$ cat config.mk
export PLATFORM = sky130hd
export DESIGN_NAME = enc_angle_unit
export DESIGN_NICKNAME = d
export VERILOG_FILES = /design/src/rtl/enc_pkg.sv /design/src/rtl/enc_debounce.sv /design/src/rtl/enc_step_decode.sv /design/src/rtl/enc_angle_acc.sv /design/src/rtl/enc_period_speed.sv /design/src/rtl/enc_angle_unit.sv
export SDC_FILE = /design/constraint.sdc
export NUM_CORES = 1
export LEC_CHECK = 0
export CORE_MARGIN = 3
export CORE_UTILIZATION = 39
export CTS_BUF_LIST = sky130_fd_sc_hd__clkbuf_8
export DETAILED_ROUTE_END_ITERATION = 12
export PLACE_DENSITY = 0.67
export SLEW_MARGIN = 30
export SYNTH_ARGS = -nofsm -noshare
export SYNTH_HDL_FRONTEND = slang
export SYNTH_HIERARCHICAL = 1
export SYNTH_SLANG_ARGS = --single-unit
$ cat constraint.sdc
create_clock -name clk -period 13.58 [get_ports clk]
set_input_delay 2.716 -clock clk [delete_from_list [all_inputs] [get_ports clk]]
set_output_delay 2.716 -clock clk [all_outputs]
set_load 0.005 [all_outputs]
$ cat src/rtl/enc_pkg.sv
package enc_pkg;
  // Fractional bits of the electrical angle.
  localparam int FRAC_BITS = 8;

  // One accepted shaft step and its direction.
  typedef struct packed {
    logic valid;
    logic cw;
  } enc_step_t;
endpackage

$ cat src/rtl/enc_debounce.sv
module enc_debounce #(
  parameter int DB_W        = 8,
  parameter int SYNC_STAGES = 2
) (
  input  logic            clk,
  input  logic            rst_n,
  input  logic            raw,
  input  logic [DB_W-1:0] db_len,
  output logic            level
);
  logic smp;

  generate
    if (SYNC_STAGES > 1) begin : g_chain
      logic [SYNC_STAGES-1:0] chain_q;
      always_ff @(posedge clk or negedge rst_n) begin
        if (!rst_n) chain_q <= '0;
        else        chain_q <= {chain_q[SYNC_STAGES-2:0], raw};
      end
      assign smp = chain_q[SYNC_STAGES-1];
    end else begin : g_single
      logic one_q;
      always_ff @(posedge clk or negedge rst_n) begin
        if (!rst_n) one_q <= 1'b0;
        else        one_q <= raw;
      end
      assign smp = one_q;
    end
  endgenerate

  logic            lvl_q, lvl_d;
  logic [DB_W-1:0] cnt_q, cnt_d;
  logic [DB_W:0]   cnt_inc;
  logic            cnt_en;

  assign cnt_inc = {1'b0, cnt_q} + {{DB_W{1'b0}}, 1'b1};

  always_comb begin
    lvl_d = lvl_q;
    cnt_d = '0;
    if (smp != lvl_q) begin
      if (cnt_inc >= {1'b0, db_len}) lvl_d = smp;
      else                           cnt_d = cnt_inc[DB_W-1:0];
    end
  end

  assign cnt_en = (cnt_d != cnt_q);

  always_ff @(posedge clk or negedge rst_n) begin
    if (!rst_n) begin
      lvl_q <= 1'b0;
      cnt_q <= '0;
    end else begin
      lvl_q <= lvl_d;
      if (cnt_en) cnt_q <= cnt_d;
    end
  end

  assign level = lvl_q;


  lvl_from_sample_chk: assert property (@(posedge clk) disable iff (!rst_n)
    !$stable(lvl_q) |-> (lvl_q == $past(smp)));
endmodule

$ cat src/rtl/enc_step_decode.sv
module enc_step_decode
  import enc_pkg::*;
(
  input  logic      clk,
  input  logic      rst_n,
  input  logic      lvl_a,
  input  logic      lvl_b,
  output enc_step_t step,
  output logic      dir_cw
);
  logic prev_a_q, prev_b_q;
  logic ev_a, ev_b;
  logic dir_q, dir_d;

  assign ev_a = lvl_a ^ prev_a_q;
  assign ev_b = lvl_b ^ prev_b_q;

  always_comb begin
    step.valid = ev_a ^ ev_b;
    if (ev_a) step.cw = (lvl_a != lvl_b);
    else      step.cw = (lvl_b == lvl_a);
    dir_d = step.valid ? step.cw : dir_q;
  end

  always_ff @(posedge clk or negedge rst_n) begin
    if (!rst_n) begin
      prev_a_q <= 1'b0;
      prev_b_q <= 1'b0;
      dir_q    <= 1'b0;
    end else begin
      prev_a_q <= lvl_a;
      prev_b_q <= lvl_b;
      if (step.valid) dir_q <= dir_d;
    end
  end

  assign dir_cw = dir_q;


  both_events_hold_dir_chk: assert property (@(posedge clk) disable iff (!rst_n)
    (ev_a && ev_b) |=> $stable(dir_q));


  dir_moves_on_step_chk: assert property (@(posedge clk) disable iff (!rst_n)
    !$stable(dir_q) |-> $past(ev_a != ev_b));
endmodule

$ cat src/rtl/enc_angle_acc.sv
module enc_angle_acc
  import enc_pkg::*;
#(
  parameter int POS_W = 20
) (
  input  logic             clk,
  input  logic             rst_n,
  input  enc_step_t        step,
  input  logic [POS_W-1:0] wrap_lim,
  output logic [POS_W-1:0] pos
);
  localparam logic [POS_W:0]   ONE_X = (POS_W+1)'(1) << FRAC_BITS;
  localparam logic [POS_W-1:0] ONE   = POS_W'(1) << FRAC_BITS;

  logic [POS_W-1:0] pos_q, pos_d;
  logic [POS_W:0]   up_sum, up_wrap, dn_diff;

  assign up_sum  = {1'b0, pos_q} + ONE_X;
  assign up_wrap = up_sum - {1'b0, wrap_lim};
  assign dn_diff = {1'b0, pos_q} - ONE_X;

  always_comb begin
    pos_d = pos_q;
    if (step.valid) begin
      if (step.cw) begin
        // No borrow means the advanced angle reached the limit.
        if (!up_wrap[POS_W]) pos_d = up_wrap[POS_W-1:0];
        else                 pos_d = up_sum[POS_W-1:0];
      end else begin
        if (dn_diff[POS_W]) pos_d = dn_diff[POS_W-1:0] + wrap_lim;
        else                pos_d = dn_diff[POS_W-1:0];
      end
    end
  end

  always_ff @(posedge clk or negedge rst_n) begin
    if (!rst_n)          pos_q <= '0;
    else if (step.valid) pos_q <= pos_d;
  end

  assign pos = pos_q;


  pos_below_limit_chk: assert property (@(posedge clk) disable iff (!rst_n)
    (wrap_lim >= ONE) |-> (pos_q < wrap_lim));


  idle_pos_hold_chk: assert property (@(posedge clk) disable iff (!rst_n)
    !step.valid |=> $stable(pos_q));


  cw_advance_chk: assert property (@(posedge clk) disable iff (!rst_n)
    (step.valid && step.cw && (up_sum < {1'b0, wrap_lim}))
      |=> (pos_q == $past(pos_q) + ONE));
endmodule

$ cat src/rtl/enc_period_speed.sv
module enc_period_speed #(
  parameter int PER_W = 16,
  parameter int SC_W  = 32
) (
  input  logic             clk,
  input  logic             rst_n,
  input  logic             step_valid,
  input  logic [PER_W-1:0] tmo_lim,
  input  logic [SC_W-1:0]  spd_scale,
  output logic [PER_W-1:0] period,
  output logic             period_vld,
  output logic [SC_W-1:0]  speed,
  output logic             speed_vld
);
  localparam int LW = $clog2(SC_W + 1);

  // Gap counter and timeout state
  logic [PER_W-1:0] cnt_q, cnt_d;
  logic             stale_q, stale_d;
  logic             at_tmo, latch, go_stale;
  logic [PER_W-1:0] per_q, per_d;
  logic             per_vld_q;

  assign at_tmo   = (cnt_q >= tmo_lim);
  assign latch    = step_valid && !stale_q && !at_tmo;
  assign go_stale = !step_valid && at_tmo && !stale_q;

  always_comb begin
    cnt_d   = cnt_q;
    stale_d = stale_q;
    per_d   = per_q;
    if (step_valid) begin
      cnt_d   = PER_W'(1);
      stale_d = 1'b0;
    end else if (!at_tmo) begin
      cnt_d = cnt_q + PER_W'(1);
    end else begin
      stale_d = 1'b1;
    end
    if (latch) per_d = cnt_q;
  end

  always_ff @(posedge clk or negedge rst_n) begin
    if (!rst_n) begin
      cnt_q     <= '0;
      stale_q   <= 1'b1;
      per_q     <= '0;
      per_vld_q <= 1'b0;
    end else begin
      cnt_q     <= cnt_d;
      stale_q   <= stale_d;
      per_vld_q <= latch;
      if (latch) per_q <= per_d;
    end
  end

  // Restoring divider: one quotient bit per cycle
  logic             busy_q, busy_d;
  logic [SC_W-1:0]  dvd_q, dvd_d;
  logic [PER_W-1:0] rem_q, rem_d;
  logic [PER_W-1:0] dvs_q, dvs_d;
  logic [LW-1:0]    left_q, left_d;
  logic [SC_W-1:0]  spd_q, spd_d;
  logic             spd_vld_d, spd_vld_q;
  logic [PER_W:0]   trial, diff;
  logic             fits;
  logic [SC_W-1:0]  dvd_shift;

  assign trial     = {rem_q, dvd_q[SC_W-1]};
  assign diff      = trial - {1'b0, dvs_q};
  assign fits      = !diff[PER_W];
  assign dvd_shift = {dvd_q[SC_W-2:0], fits};

  always_comb begin
    busy_d    = busy_q;
    dvd_d     = dvd_q;
    rem_d     = rem_q;
    dvs_d     = dvs_q;
    left_d    = left_q;
    spd_d     = spd_q;
    spd_vld_d = 1'b0;
    if (go_stale) begin
      busy_d = 1'b0;
      spd_d  = '0;
    end else if (latch) begin
      busy_d = 1'b1;
      dvd_d  = spd_scale;
      rem_d  = '0;
      dvs_d  = cnt_q;
      left_d = LW'(SC_W);
    end else if (busy_q) begin
      dvd_d  = dvd_shift;
      rem_d  = fits ? diff[PER_W-1:0] : trial[PER_W-1:0];
      left_d = left_q - LW'(1);
      if (left_q == LW'(1)) begin
        busy_d    = 1'b0;
        spd_d     = dvd_shift;
        spd_vld_d = 1'b1;
      end
    end
  end

  always_ff @(posedge clk or negedge rst_n) begin
    if (!rst_n) begin
      busy_q    <= 1'b0;
      dvd_q     <= '0;
      rem_q     <= '0;
      dvs_q     <= '0;
      left_q    <= '0;
      spd_q     <= '0;
      spd_vld_q <= 1'b0;
    end else begin
      busy_q    <= busy_d;
      spd_vld_q <= spd_vld_d;
      if (busy_d || busy_q) begin
        dvd_q  <= dvd_d;
        rem_q  <= rem_d;
        dvs_q  <= dvs_d;
        left_q <= left_d;
      end
      spd_q <= spd_d;
    end
  end

  assign period     = per_q;
  assign period_vld = per_vld_q;
  assign speed      = spd_q;
  assign speed_vld  = spd_vld_q;


  stale_speed_zero_chk: assert property (@(posedge clk) disable iff (!rst_n)
    stale_q |-> (spd_q == '0));


  period_bounded_chk: assert property (@(posedge clk) disable iff (!rst_n)
    per_vld_q |-> ((per_q != '0) && (per_q < tmo_lim)));


  quotient_after_busy_chk: assert property (@(posedge clk) disable iff (!rst_n)
    spd_vld_q |-> ($past(busy_q) && !busy_q));
endmodule

$ cat src/rtl/enc_angle_unit.sv
module enc_angle_unit
  import enc_pkg::*;
#(
  parameter int POS_W       = 20,
  parameter int PER_W       = 16,
  parameter int SC_W        = 32,
  parameter int DB_W        = 8,
  parameter int SYNC_STAGES = 2
) (
  input  logic             clk,
  input  logic             rst_n,
  input  logic             enc_a,
  input  logic             enc_b,
  input  logic [DB_W-1:0]  db_len,
  input  logic [POS_W-1:0] wrap_lim,
  input  logic [PER_W-1:0] tmo_lim,
  input  logic [SC_W-1:0]  spd_scale,
  output logic [POS_W-1:0] elec_pos,
  output logic             dir_cw,
  output logic [PER_W-1:0] period,
  output logic             period_vld,
  output logic [SC_W-1:0]  speed,
  output logic             speed_vld
);
  localparam int NCH = 2;

  // Reset: asserted asynchronously, released on a clock edge
  logic [1:0] rst_pipe_q;
  logic       rst_core_n;

  always_ff @(posedge clk or negedge rst_n) begin
    if (!rst_n) rst_pipe_q <= '0;
    else        rst_pipe_q <= {rst_pipe_q[0], 1'b1};
  end
  assign rst_core_n = rst_pipe_q[1];

  logic [NCH-1:0] raw_vec, lvl_vec;
  assign raw_vec = {enc_b, enc_a};

  generate
    for (genvar ch = 0; ch < NCH; ch++) begin : g_phase
      enc_debounce #(
        .DB_W        (DB_W),
        .SYNC_STAGES (SYNC_STAGES)
      ) u_deb (
        .clk    (clk),
        .rst_n  (rst_core_n),
        .raw    (raw_vec[ch]),
        .db_len (db_len),
        .level  (lvl_vec[ch])
      );
    end
  endgenerate

  enc_step_t step;

  enc_step_decode u_dec (
    .clk    (clk),
    .rst_n  (rst_core_n),
    .lvl_a  (lvl_vec[0]),
    .lvl_b  (lvl_vec[1]),
    .step   (step),
    .dir_cw (dir_cw)
  );

  enc_angle_acc #(
    .POS_W (POS_W)
  ) u_ang (
    .clk      (clk),
    .rst_n    (rst_core_n),
    .step     (step),
    .wrap_lim (wrap_lim),
    .pos      (elec_pos)
  );

  enc_period_speed #(
    .PER_W (PER_W),
    .SC_W  (SC_W)
  ) u_spd (
    .clk        (clk),
    .rst_n      (rst_core_n),
    .step_valid (step.valid),
    .tmo_lim    (tmo_lim),
    .spd_scale  (spd_scale),
    .period     (period),
    .period_vld (period_vld),
    .speed      (speed),
    .speed_vld  (speed_vld)
  );
endmodule

; ---- Word level (Yosys, flattened, before mapping)
; Index checks and enable logic that the tools add are counted.
; Widths: inputs -> output; s select.
[word_totals]
reg_bits = 185
output_inout_bits = 71
input_bits = 80
[classes]
mux = 31
n_lt_le_gt_ge = 3
n_addsub = 9
n_bitwise = 4
n_eq_ne = 9
n_reduce_logical = 18
[op_table]
columns = operator, count
row1 = $mux 32, 6
row2 = $mux 16, 5
row3 = $mux 20, 3
row4 = $mux 8, 4
row5 = $add 20x9->21 const B, 1
row6 = $sub 20x9->21 const B, 1
row7 = $sub 21x20->21, 1
row8 = $add 20x20->20, 1
row9 = $add 8x1->9 const B, 2
row10 = $ge 9x8->1, 2
row11 = $sub 17x16->17, 1
row12 = $add 16x1->16 const B, 1
row13 = $ge 16x16->1, 1
row14 = $ne 8x8->1, 2
row15 = $mux 6, 2
row16 = $mux 1, 11
row17 = $reduce_and 3->1, 3
row18 = $reduce_bool 2->1, 4
row19 = $eq 6x1->1 const B, 1
row20 = $sub 6x1->6 const B, 1
row21 = $logic_and 1x1->1, 4
row22 = $logic_not 1->1, 4
row23 = $reduce_and 2->1, 2
row24 = $ne 1x1->1, 3
row25 = 6 further kinds, 8

; ---- Longest topological paths before layout
[logic_depth]
ltp_word = 8
ltp_mapped = 15

; ---- Hierarchy
; Netlist, hierarchy kept.
[modules_own_cells]
columns = module, area_per_inst_um2, seq_area_each_um2, cells_per_inst, instances
row1 = enc_period_speed, 7115.6, 3454.6, 805, 1
row2 = enc_angle_acc, 3878.7, 500.5, 523, 1
row3 = enc_debounce, 695.7, 275.3, 63, 2
row4 = enc_step_decode, 127.6, 75.1, 8, 1
row5 = enc_angle_unit, 53.8, 50.0, 3, 1

; ---- Least setup slack after synthesis
; No wires, ideal clock.
[synth_timing]
path_type = input port to flip-flop
from = in wrap_lim[0]
to = reg u_ang.pos_q[10], in the netlist u_ang/pos[10]
path_buffers = 1
path_stages = 12
slack_ns = 8.311
arrival_ns = 5.151
required_ns = 13.462
path_cell_list = ha_1 > inv_1 > fa_1 > a211oi_1 > o21ai_1 > o211a_1 > o21ai_1 > or4_1 > buf_2 > a21boi_1 > o311a_1 > a21o_1
[synth_between]
elab_chain_len = 3
elab_cells_between_ends = 5
classes_between = add/sub (2) / mux (3)
[synth_rtl]
columns = element, line
row1 = "start, declared", enc_angle_unit.sv:15  ; input logic [POS_W-1:0] wrap_lim,
row2 = $sub 21x20->21 or $add 20x20->20 (tied branches), "enc_angle_acc.sv:19, enc_angle_acc.sv:30"
row3 = "$mux 20, on equally long branches", "enc_angle_acc.sv:27, enc_angle_acc.sv:30"
row4 = $mux 20 (*), enc_angle_acc.sv:25  ; if (step.cw) begin
row5 = "end signal, assigned", enc_angle_acc.sv:38  ; else if (step.valid) pos_q <= pos_d;
row6 = "end, declared", enc_angle_acc.sv:15  ; logic [POS_W-1:0] pos_q, pos_d;
; Every way passes the cells marked *; elsewhere a longest branch is shown, timed or not.
; A chain may end at the register's enable or synchronous reset.

; ---- Final worst setup path
[layout_timing]
from = in tmo_lim[15]
to = reg u_spd.spd_q[18], in the netlist u_spd/speed[18]
[layout_between]
elab_chain_len = 5
elab_cells_between_ends = 10
classes_between = order compare (1) / eq/ne (1) / mux (1) / reduce/logical (7)
[layout_rtl]
columns = element, line
row1 = "start, declared", enc_angle_unit.sv:16  ; input logic [PER_W-1:0] tmo_lim,
row2 = $ge 16x16->1 (*), enc_period_speed.sv:24  ; assign at_tmo = (cnt_q >= tmo_lim);
row3 = $logic_and 1x1->1 or $logic_not 1->1 (tied branches), "enc_period_speed.sv:26, enc_period_speed.sv:25"
row4 = "$logic_and 1x1->1, on equally long branches", "enc_period_speed.sv:26, enc_period_speed.sv:25"
row5 = $ne 2x2->1 (no source line) or $reduce_bool 2->1 (tied branches), -
row6 = $reduce_and 3->1 (no source line), -
row7 = "end signal, assigned", enc_period_speed.sv:121  ; spd_q <= spd_d;
row8 = "end, declared", enc_period_speed.sv:63  ; logic [SC_W-1:0] spd_q, spd_d;
; Marks and branches as above.

==> key figures <==
Die
  – Die ar.: 0.0344 mm^2
  – Die Width: 186 um
  – Starting density of the core: 0.397
  – Placement Rows: 65
  – Placeable Area: 0.0316 mm^2
  – Chip height: 186 um
  – I/O pin count: 151

Timing
  – Slew margin rel.: 0.443
  – Final hold violation count: 0
  – Worst slew pin tran: 0.836 ns
  – Clk_skew: 0.0237 ns
  – Slew Viols, Final: 0
  – Period utilisation layout: 0.424
  – Max Clk Rate: 0.173 GHz
  – Setup violators final: 0
  – RSZ-0062 raised after global routing: no
  – Post-route minimum period: 5.76 ns
  – Fin Setup TNS: 0 ns

Synth
  – Post-synthesis async set-or-reset flop share: 1.00
  – Number of synthesis warnings: 6
  – Number of synthesized flops with an enable pin: 0
  – Synthesized flop and latch total: 185
  – Largest cells by area after synthesis: dfrtp_1 37%, ha_1 9.7%, nand2_1 7.8%
  – Largest area contributor in the netlist: dfrtp_1
  – Yosys top cell area share: 0.366
  – Cell count after synthesis: 1465
  – Post-synthesis area per instance: 8.58 um^2
  – Sequential element share of the synthesized area: 0.368
  – Netlist Area Pre-Place: 0.0126 mm^2
  – Synthesized net count: 1645
  – Yosys cell types: 105
  – Main flop type after synthesis: dfrtp_1

Global route
  – Largest net degree at the start of global routing: 73
  – Initial antenna violation count: 0
  – GR Overflow Total: 0
  – Vias in the first global route: 10705
  – Total GRT Usage: 0.190
  – First-pass GRT wire length: 53600 um

Detailed routing
  – DR iter-0 viols: 786
  – Routed WL per cell: 16.2 um
  – First-pass iteration count of the detailed router: 5
  – Antenna-violating nets left: 0
  – Vias post-DR: 10905
  – DR vias/cell: 5.46
  – DRC Markers: 0
  – WL final: 32400 um

Finish
  – Layout area overhead: 17.2%
  – Post-route cell area: 0.0147 mm^2
  – Layout cells sized above 1: 0.0614
  – Nets: 1763
  – Ant diodes: 0

CTS
  – # Post-CTS Setup Buffers: 0
  – CTS Buf Count: 17
  – CTS tree: yes
  – CTS root buf: clkbuf_8
  – Hold-fix buffers, CTS: 0
  – H-tree depth: 4
  – Reg clk slew, reported paths: 0.10 ns
  – Clk sinks: 185
  – Skew-Pair Late Insertion Delay: 0.47 ns
  – Post-CTS Resized: 0
  – Clock Path Buffers: 2

Power and ir drop
  – VDD IR max: 184 uV
  – Leak pwr: 6.66 nW
  – Overall power: 0.00357 W
  – Pwr Density: 242 mW/mm^2

Worst setup path
  – Setup crit end kind: flop
  – WP data arrival: 6.15 ns
  – Critical path class: primary input to flop
  – Worst Setup Start Kind: primary input
  – CP required: 13.96 ns
  – CP max FO: 44

Status
  – Run status: complete, no violations

Placed design
  – Placer Congestion: 0.889
  – Post-DP Area: 0.0144 mm^2
  – Port bufs: 150
  – Dpl hpwl: 23800 um

Job
  – Max Cap Viol: 0

Min path
  – Hold Crit Class: flop to flop
-- power breakdown --
part | internal [W] | switching [W] | leakage (nW) | total [W]
combinational | 0.000931 | 0.00137 | 4.08 | 0.00230
clock | 0.000131 | 0.000216 | 0.190 | 0.000347
sequential | 0.000738 | 0.000177 | 2.39 | 0.000915
total | 0.00180 | 0.00177 | 6.66 | 0.00357
-- synthesized netlist by cell type (5+ instances only) --
cell and number:
a211oi_1 11, a21o_1 21, a21oi_1 93, a221oi_1 5, a31oi_1 43, and2_1 13
and3_1 6, buf_2 26, buf_4 5, clkbuf_1 25, dfrtp_1 184, ha_1 97
inv_1 101, mux2i_1 18, nand2_1 261, nand2b_1 10, nand3_1 29, nand4_1 10
nor2_1 118, nor2b_1 9, nor3_1 22, nor3b_1 17, nor4_1 14, o2111ai_1 5
o211ai_1 14, o21a_1 5, o21ai_0 66, o21ai_1 20, o31ai_1 10, or3_1 14
xnor2_1 46, xor2_1 24
-- placed cells by master (no fill, tap or decap), types with 14 or more instances in the layout --
cell,netlist,routed
a31oi_1,43,43
ha_1,97,97
xor2_1,24,24
dfrtp_1,184,183
clkbuf_8,0,17
or3_1,14,14
nor3_1,22,22
inv_1,101,103
o211ai_1,14,14
nor4_1,14,14
o21ai_1,20,20
nor2_1,118,118
nor3b_1,17,17
nand3_1,29,29
mux2i_1,18,18
a21oi_1,93,93
clkdlybuf4s50_1,0,150
nand2_1,261,260
a21o_1,21,21
o21ai_0,66,66
xnor2_1,46,45
-- registers in the layout, summed over array words and instances (netlist names), 2 cells and up --
name	flops
g_phase.u_deb/g_chain.chain_q	4
u_spd/dvd_q	32
u_ang/pos	20
u_spd/left_q	6
u_spd/dvs_q	16
g_phase.u_deb/level	2
u_spd/speed	32
u_spd/cnt_q	16
g_phase.u_deb/cnt_q	16
u_spd/period	16
rst_pipe_q	2
u_spd/rem_q	16
-- kinds of logic (layout without fill, tap and decap cells) --
group	count (synthesis)	after routing	share of synthesized area
compound gates	362	362	0.194
xor+xnor	71	71	0.0501
fa+ha+maj	101	101	0.102
buf+inv	165	296	0.0559
flops	185	185	0.368
mux	24	24	0.0203
other cells	1	1	0.000298
simple gates	556	556	0.208
-- stage by stage --
stage	hold WS [ns]	std cells	util	worst slack, ns
finish	0.358	1998	0.466	7.82
global route	0.370	1998	0.466	7.57
CTS	0.363	1998	0.465	7.83
detailed placement	0.341	1966	0.454	7.31
global placement	0.336	1966	0.454	7.42
floorplan	0.331	1465	-	8.04
-- worst paths after layout --
check / startpoint / end / slack [ns] / cells after the start
max in group asynchronous: rst_n / rst_pipe_q[1] / 11.03 / 1
min: g_phase[1].u_deb/g_chain.chain_q[0] / g_phase[1].u_deb/g_chain.chain_q[1] / 0.36 / 0
max reg2reg: u_ang/pos[10] / u_ang/pos[2] / 9.35 / 12
min in group asynchronous: rst_pipe_q[1] / u_spd/period[7] / 0.37 / 0
max: tmo_lim[15] / u_spd/speed[18] / 7.82 / 11
min reg2reg: g_phase[1].u_deb/g_chain.chain_q[0] / g_phase[1].u_deb/g_chain.chain_q[1] / 0.36 / 0
-- final cells by class --
class                      instances  area [um^2]
fill                            3033        16900
multi-input combinational       1115         7260
sequential                       185         4630
timing repair buffer             161         1590
tap                              402          503
inverter                         103          389
clock buffer                      17          234
clock inverter                    15          121
-- metal layers --
| layer | part of all wire | vias to the layer above | track usage |
|---|---|---|---|
| met1 | 0.48 | 5235 | 0.268 |
| met3 | 0.039 | 38 | 0.0279 |
| met2 | 0.47 | 270 | 0.305 |
| met4 | 0.017 | 0 | 0.0534 |
| li1 | - | 5362 | - |
| met5 | 0 | - | 0 |
-- worst max-delay path, stage by stage --
cell	delay (ns)
clkdlybuf4s50_1	0.45
inv_1	0.04
ha_1	0.31
nand4_1	0.13
or3_4	0.44
o211ai_4	0.63
buf_4	0.52
and4_1	0.27
buf_4	0.35
nand2_1	0.10
a21oi_1	0.15
(Power assumes the default switching activity.)
